===== config.mk =====
export PLATFORM = sky130hd
export DESIGN_NAME = exc_entry_seq
export DESIGN_NICKNAME = d
export VERILOG_FILES = /design/src/rtl/exc_pkg.sv /design/src/rtl/exc_arbiter.sv /design/src/rtl/exc_vector_gen.sv /design/src/rtl/exc_ctrl_regs.sv /design/src/rtl/exc_entry_seq.sv
export SDC_FILE = /design/constraint.sdc
export NUM_CORES = 1
export LEC_CHECK = 0
export BUFFER_PORTS_ARGS = -buffer_cell sky130_fd_sc_hd__clkbuf_2
export CAP_MARGIN = 20
export CORE_MARGIN = 2
export CORE_UTILIZATION = 45
export CTS_BUF_LIST = sky130_fd_sc_hd__clkbuf_4
export DETAILED_ROUTE_END_ITERATION = 8
export GPL_TIMING_DRIVEN = 0
export PLACE_DENSITY = 0.79
export SYNTH_ARGS = -nofsm -noshare
export SYNTH_HDL_FRONTEND = slang
export SYNTH_SLANG_ARGS = --single-unit
export TNS_END_PERCENT = 50

===== constraint.sdc =====
create_clock -name clk_i -period 1.5 [get_ports clk_i]
set_clock_uncertainty 0.05 [all_clocks]
set_input_delay 0.15 -clock clk_i [delete_from_list [all_inputs] [get_ports clk_i]]
set_output_delay 0.15 -clock clk_i [all_outputs]
set_load 0.02 [all_outputs]

===== src/rtl/exc_pkg.sv =====
package exc_pkg;
  localparam int unsigned XLEN   = 32;
  localparam int unsigned CODE_W = 12;

  localparam int unsigned SR_MD_BIT = 30;
  localparam int unsigned SR_RB_BIT = 29;
  localparam int unsigned SR_BL_BIT = 28;
  localparam int unsigned SR_IM_LO  = 4;
  localparam int unsigned SR_IM_W   = 4;

  localparam logic [CODE_W-1:0] CODE_POR    = 12'h000;
  localparam logic [CODE_W-1:0] CODE_MAN    = 12'h020;
  localparam logic [CODE_W-1:0] CODE_DBG    = 12'h000;
  localparam logic [CODE_W-1:0] CODE_TLB_RD = 12'h040;
  localparam logic [CODE_W-1:0] CODE_TLB_WR = 12'h060;

  typedef enum logic [2:0] {
    EV_NONE   = 3'd0,
    EV_POR    = 3'd1,
    EV_MAN    = 3'd2,
    EV_DBG    = 3'd3,
    EV_TLB_RD = 3'd4,
    EV_TLB_WR = 3'd5
  } ev_e;

  typedef struct packed {
    logic              take;
    logic              is_reset;
    logic              save_ctx;
    logic [CODE_W-1:0] code;
  } ev_ctl_t;
endpackage


===== src/rtl/exc_arbiter.sv =====
module exc_arbiter
  import exc_pkg::*;
(
  input  logic por_i,
  input  logic man_i,
  input  logic dbg_i,
  input  logic tlb_i,
  input  logic tlb_wr_i,
  output ev_e  kind_o
);
  // fixed priority: power-on > manual > debug > translation miss
  always_comb begin
    if (por_i)      kind_o = EV_POR;
    else if (man_i) kind_o = EV_MAN;
    else if (dbg_i) kind_o = EV_DBG;
    else if (tlb_i) kind_o = tlb_wr_i ? EV_TLB_WR : EV_TLB_RD;
    else            kind_o = EV_NONE;
  end
endmodule


===== src/rtl/exc_vector_gen.sv =====
module exc_vector_gen
  import exc_pkg::*;
#(
  parameter int unsigned        W        = 32,
  parameter logic [W-1:0]       RESET_PC = 32'hA000_0000,
  parameter logic [W-1:0]       TLB_OFS  = 32'h0000_0400
) (
  input  ev_e          kind_i,
  input  logic [W-1:0] vbr_i,
  input  logic [W-1:0] cur_sr_i,
  output ev_ctl_t      ctl_o,
  output logic [W-1:0] tgt_pc_o,
  output logic [W-1:0] new_sr_o
);
  localparam logic [W-1:0] PRIV_MASK =
    (W'(1) << SR_MD_BIT) | (W'(1) << SR_RB_BIT) | (W'(1) << SR_BL_BIT);
  localparam logic [W-1:0] IM_MASK = W'((1 << SR_IM_W) - 1) << SR_IM_LO;
  localparam logic [W-1:0] RESET_SR = PRIV_MASK | IM_MASK;

  always_comb begin
    ctl_o    = '0;
    tgt_pc_o = RESET_PC;
    new_sr_o = RESET_SR;
    unique case (kind_i)
      EV_POR: begin
        ctl_o.take = 1'b1; ctl_o.is_reset = 1'b1; ctl_o.code = CODE_POR;
      end
      EV_MAN: begin
        ctl_o.take = 1'b1; ctl_o.is_reset = 1'b1; ctl_o.code = CODE_MAN;
      end
      EV_DBG: begin
        ctl_o.take = 1'b1; ctl_o.is_reset = 1'b1; ctl_o.code = CODE_DBG;
      end
      EV_TLB_RD, EV_TLB_WR: begin
        ctl_o.take     = 1'b1;
        ctl_o.save_ctx = 1'b1;
        ctl_o.code     = (kind_i == EV_TLB_WR) ? CODE_TLB_WR : CODE_TLB_RD;
        tgt_pc_o       = vbr_i + TLB_OFS;
        new_sr_o       = cur_sr_i | PRIV_MASK;
      end
      default: ;
    endcase
  end
endmodule


===== src/rtl/exc_ctrl_regs.sv =====
module exc_ctrl_regs
  import exc_pkg::*;
#(
  parameter int unsigned  W        = 32,
  parameter int unsigned  CW       = 12,
  parameter logic [W-1:0] RESET_PC = 32'hA000_0000,
  parameter logic [W-1:0] RESET_SR = 32'h7000_00F0
) (
  input  logic          clk_i,
  input  logic          rst_ni,
  input  ev_ctl_t       ctl_i,
  input  logic [W-1:0]  tgt_pc_i,
  input  logic [W-1:0]  new_sr_i,
  input  logic [W-1:0]  fault_pc_i,
  input  logic [W-1:0]  cur_sr_i,
  input  logic          vbr_we_i,
  input  logic [W-1:0]  vbr_wdata_i,
  output logic          redirect_o,
  output logic [W-1:0]  fetch_pc_o,
  output logic [W-1:0]  spc_o,
  output logic [W-1:0]  ssr_o,
  output logic [CW-1:0] expevt_o,
  output logic [W-1:0]  vbr_o,
  output logic [W-1:0]  sr_o
);
  always_ff @(posedge clk_i or negedge rst_ni) begin
    if (!rst_ni) begin
      redirect_o <= 1'b0;
      fetch_pc_o <= RESET_PC;
      spc_o      <= '0;
      ssr_o      <= '0;
      expevt_o   <= CODE_POR;
      vbr_o      <= '0;
      sr_o       <= RESET_SR;
    end else begin
      redirect_o <= ctl_i.take;
      if (ctl_i.take) begin
        fetch_pc_o <= tgt_pc_i;
        expevt_o   <= ctl_i.code;
        sr_o       <= new_sr_i;
      end
      if (ctl_i.save_ctx) begin
        spc_o <= fault_pc_i;
        ssr_o <= cur_sr_i;
      end
      if (ctl_i.is_reset)                vbr_o <= '0;
      else if (vbr_we_i && !ctl_i.take)  vbr_o <= vbr_wdata_i;
    end
  end
endmodule


===== src/rtl/exc_entry_seq.sv =====
module exc_entry_seq
  import exc_pkg::*;
#(
  parameter logic [31:0] RESET_PC = 32'hA000_0000,
  parameter logic [31:0] TLB_OFS  = 32'h0000_0400
) (
  input  logic        clk_i,
  input  logic        rst_ni,
  input  logic        por_req_i,
  input  logic        man_req_i,
  input  logic        dbg_req_i,
  input  logic        tlb_miss_i,
  input  logic        tlb_wr_i,
  input  logic [31:0] fault_pc_i,
  input  logic [31:0] cur_sr_i,
  input  logic        vbr_we_i,
  input  logic [31:0] vbr_wdata_i,
  output logic        redirect_o,
  output logic [31:0] fetch_pc_o,
  output logic [31:0] spc_o,
  output logic [31:0] ssr_o,
  output logic [11:0] expevt_o,
  output logic [31:0] vbr_o,
  output logic [31:0] sr_o
);
  localparam logic [31:0] RESET_SR =
    (32'd1 << SR_MD_BIT) | (32'd1 << SR_RB_BIT) | (32'd1 << SR_BL_BIT) |
    (32'((1 << SR_IM_W) - 1) << SR_IM_LO);

  ev_e         kind;
  ev_ctl_t     ctl;
  logic [31:0] tgt_pc;
  logic [31:0] new_sr;

  exc_arbiter u_arb (
    .por_i    (por_req_i),
    .man_i    (man_req_i),
    .dbg_i    (dbg_req_i),
    .tlb_i    (tlb_miss_i),
    .tlb_wr_i (tlb_wr_i),
    .kind_o   (kind)
  );

  exc_vector_gen #(.W(XLEN), .RESET_PC(RESET_PC), .TLB_OFS(TLB_OFS)) u_vec (
    .kind_i   (kind),
    .vbr_i    (vbr_o),
    .cur_sr_i (cur_sr_i),
    .ctl_o    (ctl),
    .tgt_pc_o (tgt_pc),
    .new_sr_o (new_sr)
  );

  exc_ctrl_regs #(.W(XLEN), .CW(CODE_W), .RESET_PC(RESET_PC), .RESET_SR(RESET_SR)) u_regs (
    .clk_i       (clk_i),
    .rst_ni      (rst_ni),
    .ctl_i       (ctl),
    .tgt_pc_i    (tgt_pc),
    .new_sr_i    (new_sr),
    .fault_pc_i  (fault_pc_i),
    .cur_sr_i    (cur_sr_i),
    .vbr_we_i    (vbr_we_i),
    .vbr_wdata_i (vbr_wdata_i),
    .redirect_o  (redirect_o),
    .fetch_pc_o  (fetch_pc_o),
    .spc_o       (spc_o),
    .ssr_o       (ssr_o),
    .expevt_o    (expevt_o),
    .vbr_o       (vbr_o),
    .sr_o        (sr_o)
  );
endmodule


==> impl_summary.txt, run 1 <==
----------------------------------------------------
[Drt]
  Vias ... 5664
  Vias per Instance ... 5.06
  1st-pass router iterations ... 4
  Post-route DRC violation count ... 0
  Drt total wl ... 20500 um
  Routed WL per cell ... 18.3 um
  Final antenna-violating net count ... 0
  Count of routing violations after the opening detailed-route iteration ... 231

[Global routing]
  Grt total ovfl ... 0
  Maximum number of pins on one net before global-route repair ... 95
  Global-route wire length before repair ... 31200 um
  Number of global-route vias before repair ... 5840
  Number of antenna violations at the first check in global routing ... 0
  Gr usage total ... 25.5%

[Synthesis]
  Unique cell type count in the Yosys netlist ... 37
  Synthesized flop and latch total ... 160
  Ys async rst share ... 100%
  Area of the mapped netlist ... 6570 um2
  Most used flip-flop cell after synthesis ... sky130_fd_sc_hd__dfrtp_1
  Sequential-to-total area share from yosys stat ... 61.1%
  Number of synthesis warnings ... 0
  Mapped Avg Cell Area ... 13.4 um2
  Number of flops mapped to enable cells by yosys ... 0
  Post-Synthesis Cells ... 491

[Timing]
  Share of the cycle needed by the critical path after routing ... 106%
  Post-route setup slack ... -0.0901 ns
  Slew at the pin closest to its max-slew limit ... 0.875 ns
  Min Tclk post-route ... 1.59 ns
  Setup repair after global routing missed its margin ... true
  Max_slew headroom ... 41.6%
  Total count of max-transition violations in the final report ... 0
  Achievable frequency ... 629 MHz
  Total negative slack ... -0.395 ns
  Final hold violation count ... 0
  Setup-failing EPs final ... 9

[Setup path]
  Peak fanout along the critical path ... 4
  Worst endpoint data arrival time ... 2.01 ns
  Start-to-end type of the worst setup path ... flop to flop
  Worst Setup Start Kind ... flop
  Critical Path Sink Type ... flop
  Critical path required time ... 1.92 ns

[Clock tree]
  TritonCTS Buffers ... 17
  # clock sinks ... 160
  Max Root-Sink Buffers ... 2
  Insertion delay to the later sink of the worst-skew pair ... 0.54 ns
  TritonCTS clock tree ... built
  Clock-pin transition on the worst setup and hold timing paths ... 0.13 ns
  H-tree levels ... 4
  Clk root buf ... sky130_fd_sc_hd__clkbuf_4

[Power and ir drop]
  Total design power ... 9710 uW
  Clock network fraction of total power ... 27.3%
  Pint ... 6770 uW
  LEAKAGE ... 0.00511 uW
  Part of the power in combinational logic ... 21.6%
  Sw Ratio ... 30.3%
  Portion of total power attributed to sequential cells ... 51.1%
  Areal power density over the cells ... 970 nW/um2
  P_sw ... 2940 uW
  Worst vdd ir ... 0.570 mV

[Outcome]
  Status ... finished, violations left
  Failing checks ... negative setup slack

[Die]
  Full die area ... 15600 um2
  Die extent in y ... 125 um
  Count of standard-cell rows ... 44
  IO Count ... 277
  Width of the die ... 125 um
  Initial core utilization ... 45.7%
  Core area ... 14400 um2

[Placement]
  Minimum setup slack after placement ... -0.481 ns
  Count of buffers inserted at the top-level ports ... 262
  Post-DP HPWL ... 12400 um
  Placer congestion estimate ... 0.775

[Min path]
  Path type of the worst min-delay path ... primary input to flop

[Cells and area]
  Antenna diode count ... 0
  Number of filler instances in the final layout ... 983
  Layout net count ... 1028
  Layout overhead on the synthesized area ... 52.4%
  Share of layout cells above drive strength 1 ... 43.6%

[Flow run]
  Max-Cap Viols ... 0

----------------------------------------------------
[worst paths after layout]
path | from | end | slack [ns] | cells after the start
hold / removal | tlb_miss_i | u_regs.redirect_o | 0.08 | 3
min in group asynchronous | rst_ni | u_regs.spc_o[12] | 0.10 | 2
setup / recovery | u_regs.vbr_o[12] | u_regs.fetch_pc_o[28] | -0.09 | 6
setup reg to reg | u_regs.vbr_o[12] | u_regs.fetch_pc_o[28] | -0.09 | 6
max in group asynchronous | rst_ni | u_regs.vbr_o[31] | 0.42 | 3
hold reg to reg | u_regs.ssr_o[25] | u_regs.ssr_o[25] | 0.45 | 1
[critical path, cell delays in order, from the launching register on]
cell,delay (ns)
sky130_fd_sc_hd__dfrtp_2,0.44
sky130_fd_sc_hd__nand3_4,0.12
sky130_fd_sc_hd__nor4_4,0.32
sky130_fd_sc_hd__buf_4,0.19
sky130_fd_sc_hd__nand4_1,0.11
sky130_fd_sc_hd__xor2_1,0.16
sky130_fd_sc_hd__a21oi_1,0.13
[kinds of logic (layout without fill, tap and decap cells)]
family                     count (synthesis)  in the layout  share of synthesized area [%]
DFF                                      160            160                           61.1
muxes                                    105            105                           17.2
and+or+nand+nor                           95             95                           7.81
AOI/OAI and AO/OA                         66             66                           7.38
buffers and inverters                     44            478                           3.77
xor gates and xnor gates                  18             18                           2.40
other                                      2             13                          0.114
adders and majority gates                  1              1                          0.191
[power groups by stage]
stage / logic [uW] / clock network (uW) / registers, uW
6_report: 2100 / 2650 / 4960
5_1_grt: 2230 / 2910 / 5010
4_1_cts: 2070 / 2700 / 4940
3_5_place_dp: 1840 / 0 / 5020
3_3_place_gp: 1800 / 0 / 5000
2_1_floorplan: 492 / 0 / 5540
[per-stage QoR]
step | instances | util, % | area (um2) | hold WS (ns)
floorplan | 502 | - | 6650 | -0.196
global placement | 948 | 57.0 | 8190 | 0.298
detailed placement | 949 | 57.3 | 8230 | 0.133
CTS | 1100 | 67.8 | 9750 | 0.0190
global route | 1120 | 69.7 | 10000 | 0.0417
finish | 1120 | 69.7 | 10000 | 0.0794
[timing repair]
action / in CTS / in global routing
hold buffers: 101 / 0
setup endpoints to repair: 17 / 31
buffers inserted: 18 / 20
endpoints found under the hold margin: 199 / 0
pin swaps: 10 / 11
cloned: 0 / 0
resized for setup: 22 / 40
[routing by layer]
metal | part of all wire [%] | GRT usage (%)
met4 | 2.5 | 9.12
met2 | 52 | 45.5
met5 | 0 | 0
met1 | 38 | 29.4
met3 | 6.8 | 7.00
[placed cells by master (no fill, tap or decap), types with 14 or more instances in the layout]
cell                            netlist  layout
sky130_fd_sc_hd__dlygate4sd3_1        0     101
sky130_fd_sc_hd__mux2i_1             41      41
sky130_fd_sc_hd__clkbuf_4             0      19
sky130_fd_sc_hd__clkbuf_2             0     249
sky130_fd_sc_hd__dfrtp_1            154     135
sky130_fd_sc_hd__buf_4               19      49
sky130_fd_sc_hd__a22o_1              32      32
sky130_fd_sc_hd__buf_6                0      14
sky130_fd_sc_hd__nor2_1              55      52
sky130_fd_sc_hd__mux2_1              64      64
sky130_fd_sc_hd__dfrtp_2              0      19
[layout make-up]
cell class                 instances  area (um2)  area share [%]
inverter                           2        8.76          0.0875
clock inverter                    13         145            1.45
buffer                            42         248            2.48
tap                              184         230            2.30
timing repair buffer             402        2770            27.7
clock buffer                      19         143            1.43
sequential                       160        4040            40.3
multi-input combinational        298        2420            24.2
[Yosys cell counts, types with 2 or more instances]
cell type	number	area share [%]
sky130_fd_sc_hd__conb_1	2	0.11
sky130_fd_sc_hd__nand4_1	3	0.29
sky130_fd_sc_hd__nand3_1	10	0.76
sky130_fd_sc_hd__and4_1	3	0.40
sky130_fd_sc_hd__nand2_1	11	0.63
sky130_fd_sc_hd__o21ai_0	11	0.84
sky130_fd_sc_hd__a22o_1	32	4.3
sky130_fd_sc_hd__xnor2_1	5	0.67
sky130_fd_sc_hd__and3_1	2	0.19
sky130_fd_sc_hd__dfrtp_1	154	59
sky130_fd_sc_hd__buf_4	19	2.2
sky130_fd_sc_hd__dfstp_2	6	2.4
sky130_fd_sc_hd__mux2_1	64	11
sky130_fd_sc_hd__xor2_1	13	1.7
sky130_fd_sc_hd__nor3_2	2	0.30
sky130_fd_sc_hd__clkbuf_1	9	0.51
sky130_fd_sc_hd__a21oi_1	13	0.99
sky130_fd_sc_hd__nor4_4	2	0.65
sky130_fd_sc_hd__mux2i_1	41	6.3
sky130_fd_sc_hd__buf_2	8	0.61
sky130_fd_sc_hd__buf_1	6	0.34
sky130_fd_sc_hd__a211oi_2	2	0.38
sky130_fd_sc_hd__a211oi_1	5	0.57
sky130_fd_sc_hd__nor2_1	55	3.1
[registers in the layout, indices dropped and copies added (netlist names)]
name / flops
u_regs.fetch_pc_o: 32
u_regs.spc_o: 32
u_regs.ssr_o: 32
u_regs.vbr_o: 32
u_regs.sr_o: 29
u_regs.expevt_o: 2
u_regs.redirect_o: 1
Power figures use the tool's default switching activity.
==> run 2: changes to the inputs <==
CORE_UTILIZATION = 53   (was 45)
PLACE_DENSITY = 0.87   (was 0.79)
clock period = 1.9 ns   (was 1.5 ns; I/O delays follow)
==> impl_summary.txt, run 2 (synthesized netlist as in run 1, its figures left out) <==
----------------------------------------------------
[Placement]
  Count of buffers inserted at the top-level ports ... 262
  Placed Area ... 8160 um2
  Minimum setup slack after placement ... -0.192 ns
  Cell count after placement ... 933
  Post-DP HPWL ... 12800 um
  Placer congestion estimate ... 0.870

[Global routing]
  Maximum number of pins on one net before global-route repair ... 82
  Gr usage total ... 32.0%
  Grt total ovfl ... 0
  Number of global-route vias before repair ... 6063
  Number of antenna violations at the first check in global routing ... 0
  Global-route wire length before repair ... 32100 um

[Drt]
  Vias per Instance ... 5.35
  Post-route DRC violation count ... 0
  Drt total wl ... 21100 um
  Count of routing violations after the opening detailed-route iteration ... 443
  1st-pass router iterations ... 4
  Vias ... 5726
  Final antenna-violating net count ... 0
  Routed WL per cell ... 19.7 um

[Timing]
  Post-route setup slack ... 0.116 ns
  Achievable frequency ... 561 MHz
  Slew at the pin closest to its max-slew limit ... 0.826 ns
  Share of the cycle needed by the critical path after routing ... 93.9%
  Total count of max-transition violations in the final report ... 0
  Setup-failing EPs final ... 0
  Min Tclk post-route ... 1.78 ns
  Final hold violation count ... 0
  Max_slew headroom ... 44.9%

[Setup path]
  Delay-heaviest family, CP ... simple AND/OR/NAND/NOR gates
  Critical Path Sink Type ... flop
  Critical path required time ... 2.33 ns
  Worst path bufs/invs ... 1
  Critical Path Slowest Stage Cell ... sky130_fd_sc_hd__dfrtp_1
  Critical path cell sequence ... nand4_4 -> nor4_4 -> buf_4 -> nand4_1 -> nor4b_4 -> nor3_2
  Start-to-end type of the worst setup path ... flop to flop
  Peak fanout along the critical path ... 6
  CP peak stage delay ... 0.51 ns
  Worst endpoint data arrival time ... 2.21 ns
  Worst Setup Start Kind ... flop

[Clock tree]
  TritonCTS Buffers ... 17
  Clock-pin transition on the worst setup and hold timing paths ... 0.13 ns
  Clk root buf ... sky130_fd_sc_hd__clkbuf_4
  # clock sinks ... 160
  H-tree levels ... 4
  Insertion delay to the later sink of the worst-skew pair ... 0.54 ns
  TritonCTS clock tree ... built
  Max Root-Sink Buffers ... 2

[Cells and area]
  Final Core Density ... 79.1%
  Most common cell after layout, fill and taps aside ... sky130_fd_sc_hd__clkbuf_2
  Top library cells by usage in the layout, fill and taps aside ... sky130_fd_sc_hd__clkbuf_2, sky130_fd_sc_hd__dfrtp_1, sky130_fd_sc_hd__dlygate4sd3_1, sky130_fd_sc_hd__mux2_1, sky130_fd_sc_hd__nor2_1
  Layout overhead on the synthesized area ... 45.3%
  Cell area after layout ... 9540 um2
  Share of layout cells above drive strength 1 ... 38.2%
  Area taken by flip-flops and latches ... 4010 um2
  Number of filler instances in the final layout ... 655
  Layout net count ... 993
  Area used by multi-input combinational logic ... 2350 um2
  Final non-filler cell total ... 1070

[Power and ir drop]
  LEAKAGE ... 0.00493 uW
  Total design power ... 7970 uW
  Areal power density over the cells ... 836 nW/um2
  Worst vdd ir ... 0.403 mV

[Die]
  Core area ... 12100 um2
  Width of the die ... 115 um
  IO Count ... 277
  Initial core utilization ... 54.4%
  Full die area ... 13300 um2
  Die extent in y ... 115 um
  Count of standard-cell rows ... 40

[Outcome]
  Status ... complete, no violations

[Flow run]
  Max-Cap Viols ... 0

[Min path]
  Path type of the worst min-delay path ... primary input to flop

----------------------------------------------------
-- run 2: what timing repair did --
action | in CTS | in global routing
pin swaps | 1 | 2
setup endpoints to repair | 4 | 13
hold buffers | 101 | 0
buffers inserted | 2 | 1
resized for setup | 1 | 3
hold endpoints to repair | 212 | 0
-- run 2: worst paths after layout --
| check | from | endpoint | slack (ns) | cells past startpoint |
|---|---|---|---|---|
| max | u_regs.vbr_o[17] | u_regs.fetch_pc_o[31] | 0.12 | 6 |
| max reg2reg | u_regs.vbr_o[17] | u_regs.fetch_pc_o[31] | 0.12 | 6 |
| max in group asynchronous | rst_ni | u_regs.fetch_pc_o[31] | 0.79 | 3 |
| min reg2reg | u_regs.ssr_o[19] | u_regs.ssr_o[19] | 0.45 | 1 |
| min in group asynchronous | rst_ni | u_regs.spc_o[1] | 0.16 | 2 |
| min | vbr_we_i | u_regs.vbr_o[5] | 0.06 | 3 |
-- run 2: layout make-up --
| class | instances | area share (%) |
|---|---|---|
| flip-flops and latches | 160 | 42.1 |
| repair buffers | 367 | 25.0 |
| multi-input cells | 298 | 24.6 |
| plain buffers | 42 | 2.51 |
| well taps | 168 | 2.20 |
| clock inverters | 14 | 2.05 |
| clock buffers | 18 | 1.42 |
| inverters | 2 | 0.0918 |
| diodes | 1 | 0.0262 |
-- run 2: worst register-to-register path, stage by stage, from the launching register on --
cell	delay, ns
sky130_fd_sc_hd__dfrtp_1	0.51
sky130_fd_sc_hd__nand4_4	0.19
sky130_fd_sc_hd__nor4_4	0.31
sky130_fd_sc_hd__buf_4	0.19
sky130_fd_sc_hd__nand4_1	0.14
sky130_fd_sc_hd__nor4b_4	0.16
sky130_fd_sc_hd__nor3_2	0.17
-- run 2: report_power, final --
part | leakage [uW] | total, uW | internal, uW | switching, uW
registers | 0.00207 | 3940 | 3730 | 208
logic | 0.00268 | 1680 | 674 | 1010
clock network | 0.000182 | 2340 | 1170 | 1170
total | 0.00493 | 7970 | 5580 | 2390
-- run 2: routing by layer --
metal  up-vias  track usage [%]  share of wire (%)
li1       2495                -                  -
met1      2833             35.4                 36
met2       321             56.8                 52
met3        77             8.86                7.3
met4         0             15.5                4.1
met5         -                0                  0
-- run 2: per-stage QoR --
stage | setup TNS, ns | hold slack (ns)
after CTS | 0 | 0.0127
final | 0 | 0.0585
after floorplan | 0 | -0.156
after global placement | -300.43 | 0.336
after detailed placement | -8.85 | 0.198
after global routing | -0.00116 | 0.0474
